### src/rtl/wdt_pkg.sv
package wdt_pkg;
   localparam logic [7:0] OFS_OUTCTL = 8'hF0;
   localparam logic [7:0] OFS_TIMCTL = 8'hF5;
   localparam logic [7:0] OFS_COUNT  = 8'hF6;

   localparam int B_DRV_EN  = 7;
   localparam int B_STATUS  = 6;
   localparam int B_ENABLE  = 5;
   localparam int B_PULSE   = 4;
   localparam int B_MINUTES = 3;
endpackage

### src/rtl/wdt_unit_prescaler.sv
module wdt_unit_prescaler #(
   parameter int TICKS_PER_SEC = 1000,
   parameter int SECS_PER_MIN  = 60
) (
   input  logic clk,
   input  logic rst_n,
   input  logic restart_i,
   input  logic ms_tick_i,
   input  logic minutes_i,
   output logic unit_tick_o
);
   localparam int MSW = $clog2(TICKS_PER_SEC + 1);
   localparam logic [MSW-1:0] MS_LAST = MSW'(TICKS_PER_SEC - 1);

   initial assert (TICKS_PER_SEC >= 1) else $error("TICKS_PER_SEC must be at least 1");
   initial assert (SECS_PER_MIN >= 1)  else $error("SECS_PER_MIN must be at least 1");

   logic [MSW-1:0] ms_q;
   logic           sec_tick;
   logic           min_tick;

   assign sec_tick = ms_tick_i && (ms_q == MS_LAST);

   always_ff @(posedge clk or negedge rst_n) begin
      if (!rst_n)         ms_q <= '0;
      else if (restart_i) ms_q <= '0;
      else if (ms_tick_i) ms_q <= sec_tick ? '0 : ms_q + 1'b1;
   end

   generate
      if (SECS_PER_MIN > 1) begin : g_min_stage
         localparam int SW = $clog2(SECS_PER_MIN + 1);
         localparam logic [SW-1:0] SEC_LAST = SW'(SECS_PER_MIN - 1);
         logic [SW-1:0] sec_q;
         always_ff @(posedge clk or negedge rst_n) begin
            if (!rst_n)         sec_q <= '0;
            else if (restart_i) sec_q <= '0;
            else if (sec_tick)  sec_q <= (sec_q == SEC_LAST) ? '0 : sec_q + 1'b1;
         end
         assign min_tick = sec_tick && (sec_q == SEC_LAST);
      end else begin : g_min_direct
         assign min_tick = sec_tick;
      end
   endgenerate

   assign unit_tick_o = minutes_i ? min_tick : sec_tick;
endmodule

### src/rtl/wdt_countdown.sv
module wdt_countdown #(
   parameter int CW = 8
) (
   input  logic          clk,
   input  logic          rst_n,
   input  logic          active_i,
   input  logic          unit_tick_i,
   input  logic          load_i,
   input  logic [CW-1:0] load_val_i,
   output logic [CW-1:0] count_o,
   output logic          expire_o
);
   initial assert (CW >= 1) else $error("CW must be at least 1");

   logic [CW-1:0] count_q;
   logic          step;

   assign step     = active_i && unit_tick_i && (count_q != '0) && !load_i;
   assign expire_o = step && (count_q == CW'(1));
   assign count_o  = count_q;

   always_ff @(posedge clk or negedge rst_n) begin
      if (!rst_n)     count_q <= '0;
      else if (load_i) count_q <= load_val_i;
      else if (step)  count_q <= count_q - 1'b1;
   end

   AST_COUNT_HOLD: assert property (@(posedge clk) disable iff (!rst_n)
      (!active_i && !load_i) |=> $stable(count_q));
   AST_ZERO_IDLE: assert property (@(posedge clk) disable iff (!rst_n)
      (count_q == '0 && !load_i) |=> (count_q == '0));
   AST_STEP_ONE: assert property (@(posedge clk) disable iff (!rst_n)
      (!load_i && count_q != '0) |=>
      (count_q == $past(count_q) || count_q == $past(count_q) - 1'b1));
endmodule

### src/rtl/wdt_reset_driver.sv
module wdt_reset_driver #(
   parameter int PW0 = 1,
   parameter int PW1 = 25,
   parameter int PW2 = 125,
   parameter int PW3 = 5000
) (
   input  logic       clk,
   input  logic       rst_n,
   input  logic       active_i,
   input  logic       drv_en_i,
   input  logic       release_i,
   input  logic       expire_i,
   input  logic       ms_tick_i,
   input  logic       pulse_mode_i,
   input  logic [1:0] pw_sel_i,
   output logic       rst_n_o
);
   localparam int PWMAX = (PW0 > PW1 ? PW0 : PW1) > (PW2 > PW3 ? PW2 : PW3)
                        ? (PW0 > PW1 ? PW0 : PW1) : (PW2 > PW3 ? PW2 : PW3);
   localparam int PCW = $clog2(PWMAX + 1);

   initial assert (PW0 >= 1 && PW1 >= 1 && PW2 >= 1 && PW3 >= 1)
      else $error("pulse widths must be at least 1");

   logic           low_q, low_d;
   logic [PCW-1:0] pcnt_q, pcnt_d;
   logic [PCW-1:0] width;
   logic           out_q;

   always_comb begin
      case (pw_sel_i)
         2'd0:    width = PCW'(PW0);
         2'd1:    width = PCW'(PW1);
         2'd2:    width = PCW'(PW2);
         default: width = PCW'(PW3);
      endcase
   end

   always_comb begin
      low_d  = low_q;
      pcnt_d = pcnt_q;
      if (!active_i || release_i) begin
         low_d  = 1'b0;
         pcnt_d = '0;
      end else if (expire_i) begin
         low_d  = 1'b1;
         pcnt_d = width;
      end else if (low_q && pulse_mode_i && ms_tick_i) begin
         pcnt_d = (pcnt_q == '0) ? '0 : pcnt_q - 1'b1;
         if (pcnt_q <= PCW'(1)) low_d = 1'b0;
      end
   end

   always_ff @(posedge clk or negedge rst_n) begin
      if (!rst_n) begin
         low_q  <= 1'b0;
         pcnt_q <= '0;
         out_q  <= 1'b1;
      end else begin
         low_q  <= low_d;
         pcnt_q <= pcnt_d;
         out_q  <= !(low_d && drv_en_i && active_i);
      end
   end

   assign rst_n_o = out_q;

   AST_RELEASE_WHEN_OFF: assert property (@(posedge clk) disable iff (!rst_n)
      !active_i |=> rst_n_o);
   AST_NO_DRIVE_NO_RESET: assert property (@(posedge clk) disable iff (!rst_n)
      !drv_en_i |=> rst_n_o);
   AST_KEEPALIVE_RELEASE: assert property (@(posedge clk) disable iff (!rst_n)
      release_i |=> rst_n_o);
endmodule

### src/rtl/wdog_pulse_timer.sv
module wdog_pulse_timer #(
   parameter int TICKS_PER_SEC = 1000,
   parameter int SECS_PER_MIN  = 60,
   parameter int PW0 = 1,
   parameter int PW1 = 25,
   parameter int PW2 = 125,
   parameter int PW3 = 5000
) (
   input  logic       clk,
   input  logic       rst_n,
   input  logic       ms_tick,
   input  logic       dev_en,
   input  logic       wr_en,
   input  logic [7:0] wr_addr,
   input  logic [7:0] wr_data,
   input  logic [7:0] rd_addr,
   output logic [7:0] rd_data,
   output logic       wdt_rst_n
);
   import wdt_pkg::*;

   logic       drv_en_q, sts_q, en_q, pulse_q, min_q;
   logic [1:0] pw_q;
   logic       wr_out, wr_tim, wr_cnt;
   logic       active, unit_tick, expire;
   logic [7:0] count;

   assign wr_out = wr_en && (wr_addr == OFS_OUTCTL);
   assign wr_tim = wr_en && (wr_addr == OFS_TIMCTL);
   assign wr_cnt = wr_en && (wr_addr == OFS_COUNT);
   assign active = dev_en && en_q;

   always_ff @(posedge clk or negedge rst_n) begin
      if (!rst_n) begin
         drv_en_q <= 1'b0;
         sts_q    <= 1'b0;
         en_q     <= 1'b0;
         pulse_q  <= 1'b0;
         min_q    <= 1'b0;
         pw_q     <= 2'd0;
      end else begin
         if (wr_out) drv_en_q <= wr_data[B_DRV_EN];
         if (wr_tim) begin
            en_q    <= wr_data[B_ENABLE];
            pulse_q <= wr_data[B_PULSE];
            min_q   <= wr_data[B_MINUTES];
            pw_q    <= wr_data[1:0];
         end
         if (expire)                           sts_q <= 1'b1;
         else if (wr_tim && wr_data[B_STATUS]) sts_q <= 1'b0;
      end
   end

   always_comb begin
      case (rd_addr)
         OFS_OUTCTL: rd_data = {drv_en_q, 7'b0};
         OFS_TIMCTL: rd_data = {1'b0, sts_q, en_q, pulse_q, min_q, 1'b0, pw_q};
         OFS_COUNT:  rd_data = count;
         default:    rd_data = 8'h00;
      endcase
   end

   wdt_unit_prescaler #(
      .TICKS_PER_SEC(TICKS_PER_SEC),
      .SECS_PER_MIN (SECS_PER_MIN)
   ) u_presc (
      .clk        (clk),
      .rst_n      (rst_n),
      .restart_i  (wr_cnt || !active),
      .ms_tick_i  (ms_tick),
      .minutes_i  (min_q),
      .unit_tick_o(unit_tick)
   );

   wdt_countdown #(.CW(8)) u_cnt (
      .clk        (clk),
      .rst_n      (rst_n),
      .active_i   (active),
      .unit_tick_i(unit_tick),
      .load_i     (wr_cnt),
      .load_val_i (wr_data),
      .count_o    (count),
      .expire_o   (expire)
   );

   wdt_reset_driver #(
      .PW0(PW0), .PW1(PW1), .PW2(PW2), .PW3(PW3)
   ) u_drv (
      .clk         (clk),
      .rst_n       (rst_n),
      .active_i    (active),
      .drv_en_i    (drv_en_q),
      .release_i   (wr_cnt),
      .expire_i    (expire),
      .ms_tick_i   (ms_tick),
      .pulse_mode_i(pulse_q),
      .pw_sel_i    (pw_q),
      .rst_n_o     (wdt_rst_n)
   );

   AST_STATUS_STICKY: assert property (@(posedge clk) disable iff (!rst_n)
      (sts_q && !(wr_tim && wr_data[B_STATUS])) |=> sts_q);
   AST_EXPIRE_SETS_STATUS: assert property (@(posedge clk) disable iff (!rst_n)
      expire |=> sts_q);
endmodule

### config.mk
export PLATFORM = sky130hd
export DESIGN_NAME = wdog_pulse_timer
export DESIGN_NICKNAME = d
export VERILOG_FILES = /design/src/rtl/wdt_pkg.sv /design/src/rtl/wdt_unit_prescaler.sv /design/src/rtl/wdt_countdown.sv /design/src/rtl/wdt_reset_driver.sv /design/src/rtl/wdog_pulse_timer.sv
export SDC_FILE = /design/constraint.sdc
export NUM_CORES = 1
export LEC_CHECK = 0
export BUFFER_PORTS_ARGS = -buffer_cell sky130_fd_sc_hd__buf_2
export CORE_MARGIN = 2
export CORE_UTILIZATION = 60
export CTS_BUF_LIST = sky130_fd_sc_hd__clkbuf_8
export DETAILED_ROUTE_END_ITERATION = 16
export PLACE_DENSITY = 0.83
export RECOVER_POWER = 25
export SLEW_MARGIN = 20
export SYNTH_ARGS = -nofsm -noshare
export SYNTH_HDL_FRONTEND = slang
export SYNTH_SLANG_ARGS = --single-unit
### constraint.sdc
create_clock -name clk -period 2 [get_ports clk]
set_input_delay 0.4 -clock clk [delete_from_list [all_inputs] [get_ports clk]]
set_output_delay 0.4 -clock clk [all_outputs]
set_load 0.01 [all_outputs]
==> run metrics <==
status finished, final reports clean; DRT iter0 DRCs 209; design area 3260 um^2; crit path max fanout 6; gpl congestion ~0.91; layout cells sized above 1 0.236; top_reg_cell synth dfrtp_1; Max Cap Violations 0; Avg WL per Cell about 16 um; vias in the first global route 2,426; final period utilization 0.935; top cells by area, synth dfrtp_1 (40%), nand2_1 (4.7%), ha_1 (4.5%), a21oi_1 (3.4%), nand3_1 (3.4%); Fmax achieved around 530 MHz; most frequent cells after synthesis dfrtp_1 (45), nand2_1 (35), nor2_1 (24), a21oi_1 (19), nand3_1 (19); Inserted Clock Buffers 5; RSZ-0062 raised after global routing yes; Worst-Margin Slew 0.749 ns; Top Ports 38; fill cell count 340; total clock sinks 46; LEAKAGE approximately 1.5 nW; ys async rst share 1.00; CP max stage cell nor4_1; most frequent CP cell buf_2; area grow syn2layout 16.2%; Max IR drop VDD between 400 and 500 uV; critical path launch point type input pin; via count 2,532; setup violators final 0; Net Count, Synth roughly 340; GRT Total Usage 0.275; Remaining DRCs 0; Clock Latency Late Sink 0.30 ns; first-pass GRT wire length around 11,000 um; I/O Buffers 37; Die Ht between 70 and 80 um; top cell type's share of synthesized area 0.401; final-stage net count roughly 400; setup tns final 0 ns; post-CTS setup buffer count 0; initial core utilization 0.632; Max stage delay on crit path about 0.32 ns; CP top delay family simple AND/OR/NAND/NOR gates; endpoint class of the critical path output pin; Routed Antenna Nets 0; Synth Register Bits 46; final hold violation count 0; number of vias per cell approximately 6.1; placed cell areas between 3000 and 4000 um^2; Critical Setup Path Class input pin to output pin; htree depth 2; Core Area ~4400 um^2; pwr/cell area approximately 510 nW/um^2; Syn Inst Count approximately 300; initial antenna violation count 0; CTS Buffer Depth 2; largest net degree at the start of global routing 18; WL final between 6000 and 7000 um; Root Driver clkbuf_8; DP HPWL just under 5000 um; Syn Std Cell Area between 2000 and 3000 um^2; Crit path arrival time approximately 1.5 ns; CP required approximately 1.6 ns; Die W 72.4 um; Ys Warns 0; Rel. slew slack 0.501; CTS tree yes; CP cell instances buf_2, nand4_1, nor4_1, buf_4, a22o_1, buf_2; crit path time final roughly 1.9 ns; n_diodes 0; worst path bufs/invs 3; fin. max-slew vios 0; Clock Pin Slew Worst Setup and Hold Paths around 0.080 ns; most frequent cell after synthesis dfrtp_1; Overflow after GRT 0; Synth cell types 58; Worst Skew a little under 0.008 ns; Post-synth EDFFs 0; syn avg cell area 9.27 um^2; Hold WC Path Type input pin to flip-flop; FP Rows 24; drt first pass iters 4; Seq/Total Area, Yosys 0.410; die footprint 5240 um^2; cell accounting for the most synthesized area dfrtp_1
what timing repair did:
action                                  in CTS  in global routing
hold buffers                                 1                  0
hold endpoints to repair                    12                  0
endpoints found under the setup margin       0                  6
resized for setup                            0                  3
tightest hold or removal path: stages:
cell and delay [ns]:
buf_2 0.09, nand2_1 0.04, o21ai_0 0.06
metal layers:
layer | vias up | GRT usage | wire length [um]
li1 | 1231 | - | -
met1 | 1212 | 0.373 | 2950
met2 | 72 | 0.443 | 3110
met3 | 17 | 0.0528 | 308
met4 | 0 | 0.0967 | 163
met5 | - | 0 | 0
where the power goes:
group | internal [W] | switching [W] | total, W | leakage [nW]
clock network | 0.000235 | 0.000309 | 0.000544 | 0.0414
logic | 0.0000617 | 0.0000792 | 0.000141 | 0.799
registers | 0.000946 | 0.0000221 | 0.000968 | 0.619
total | 0.00124 | 0.000411 | 0.00165 | 1.46
cells in the final DEF, fill, tap and decap left out, drive strengths merged, types with 3 or more instances in the layout:
master,n
clkbuf,7
nand2b,4
dfrtp,45
nor2,24
nor3,12
a22o,6
and3,7
xnor2,3
a31oi,5
a21oi,19
o21a,3
or3,6
or2,3
nand3,19
and2,3
ha,10
xor2,6
mux2,5
nor4,8
o21ai,18
buf,54
mux2i,4
inv,11
nand4,11
nand2,35
state kept, by name, indices dropped and copies added, names as in the netlist:
register	count
drv_en_q	1
en_q	1
min_q	1
pulse_q	1
pw_q	2
sts_q	1
u_cnt.count_o	8
u_drv.low_q	1
u_drv.pcnt_q	13
u_drv.rst_n_o	1
u_presc.g_min_stage.sec_q	6
u_presc.ms_q	10
final timing paths:
path                             startpoint               end  slack, ns  cells past startpoint
setup / recovery                 rd_addr[6]        rd_data[4]       0.13                      6
hold / removal                   wr_data[1]           pw_q[1]       0.32                      3
setup reg to reg           u_cnt.count_o[3]  u_drv.pcnt_q[12]       0.13                      7
hold reg to reg                    drv_en_q     u_drv.rst_n_o       0.45                      1
max in group asynchronous             rst_n              en_q       0.45                      3
min in group asynchronous             rst_n   u_presc.ms_q[2]       0.67                      2
cell families (layout without fill, tap and decap cells):
group           after synthesis  in the layout  synth area share
compound gates               67             67             0.159
xor+xnor                      9              9            0.0281
fa+ha+maj                    10             10            0.0445
buf+inv                      17             74            0.0236
flops                        46             46             0.410
mux                           9              9            0.0343
simple gates                145            145             0.300
area by class of cell:
class | count | area [um^2] | share of cell area
timing repair buffer | 57 | 334 | 0.102
inverter | 10 | 37.5 | 0.0115
sequential | 46 | 1150 | 0.353
tap | 52 | 65.1 | 0.0199
multi-input combinational | 240 | 1590 | 0.488
clock buffer | 5 | 68.8 | 0.0211
clock inverter | 2 | 11.3 | 0.00345
per-stage QoR:
| stage | hold slack [ns] | std cells | power, W | setup slack [ns] | utilization |
|---|---|---|---|---|---|
| floorplan | 0.104 | 303 | 0.00104 | 0.192 | - |
| global placement | 0.308 | 404 | 0.00112 | 0.191 | 0.714 |
| detailed placement | 0.311 | 404 | 0.00113 | 0.125 | 0.714 |
| CTS | 0.311 | 412 | 0.00166 | 0.118 | 0.734 |
| global route | 0.320 | 412 | 0.00172 | -0.00135 | 0.734 |
| finish | 0.318 | 412 | 0.00165 | 0.131 | 0.734 |
(Power assumes the default switching activity.)
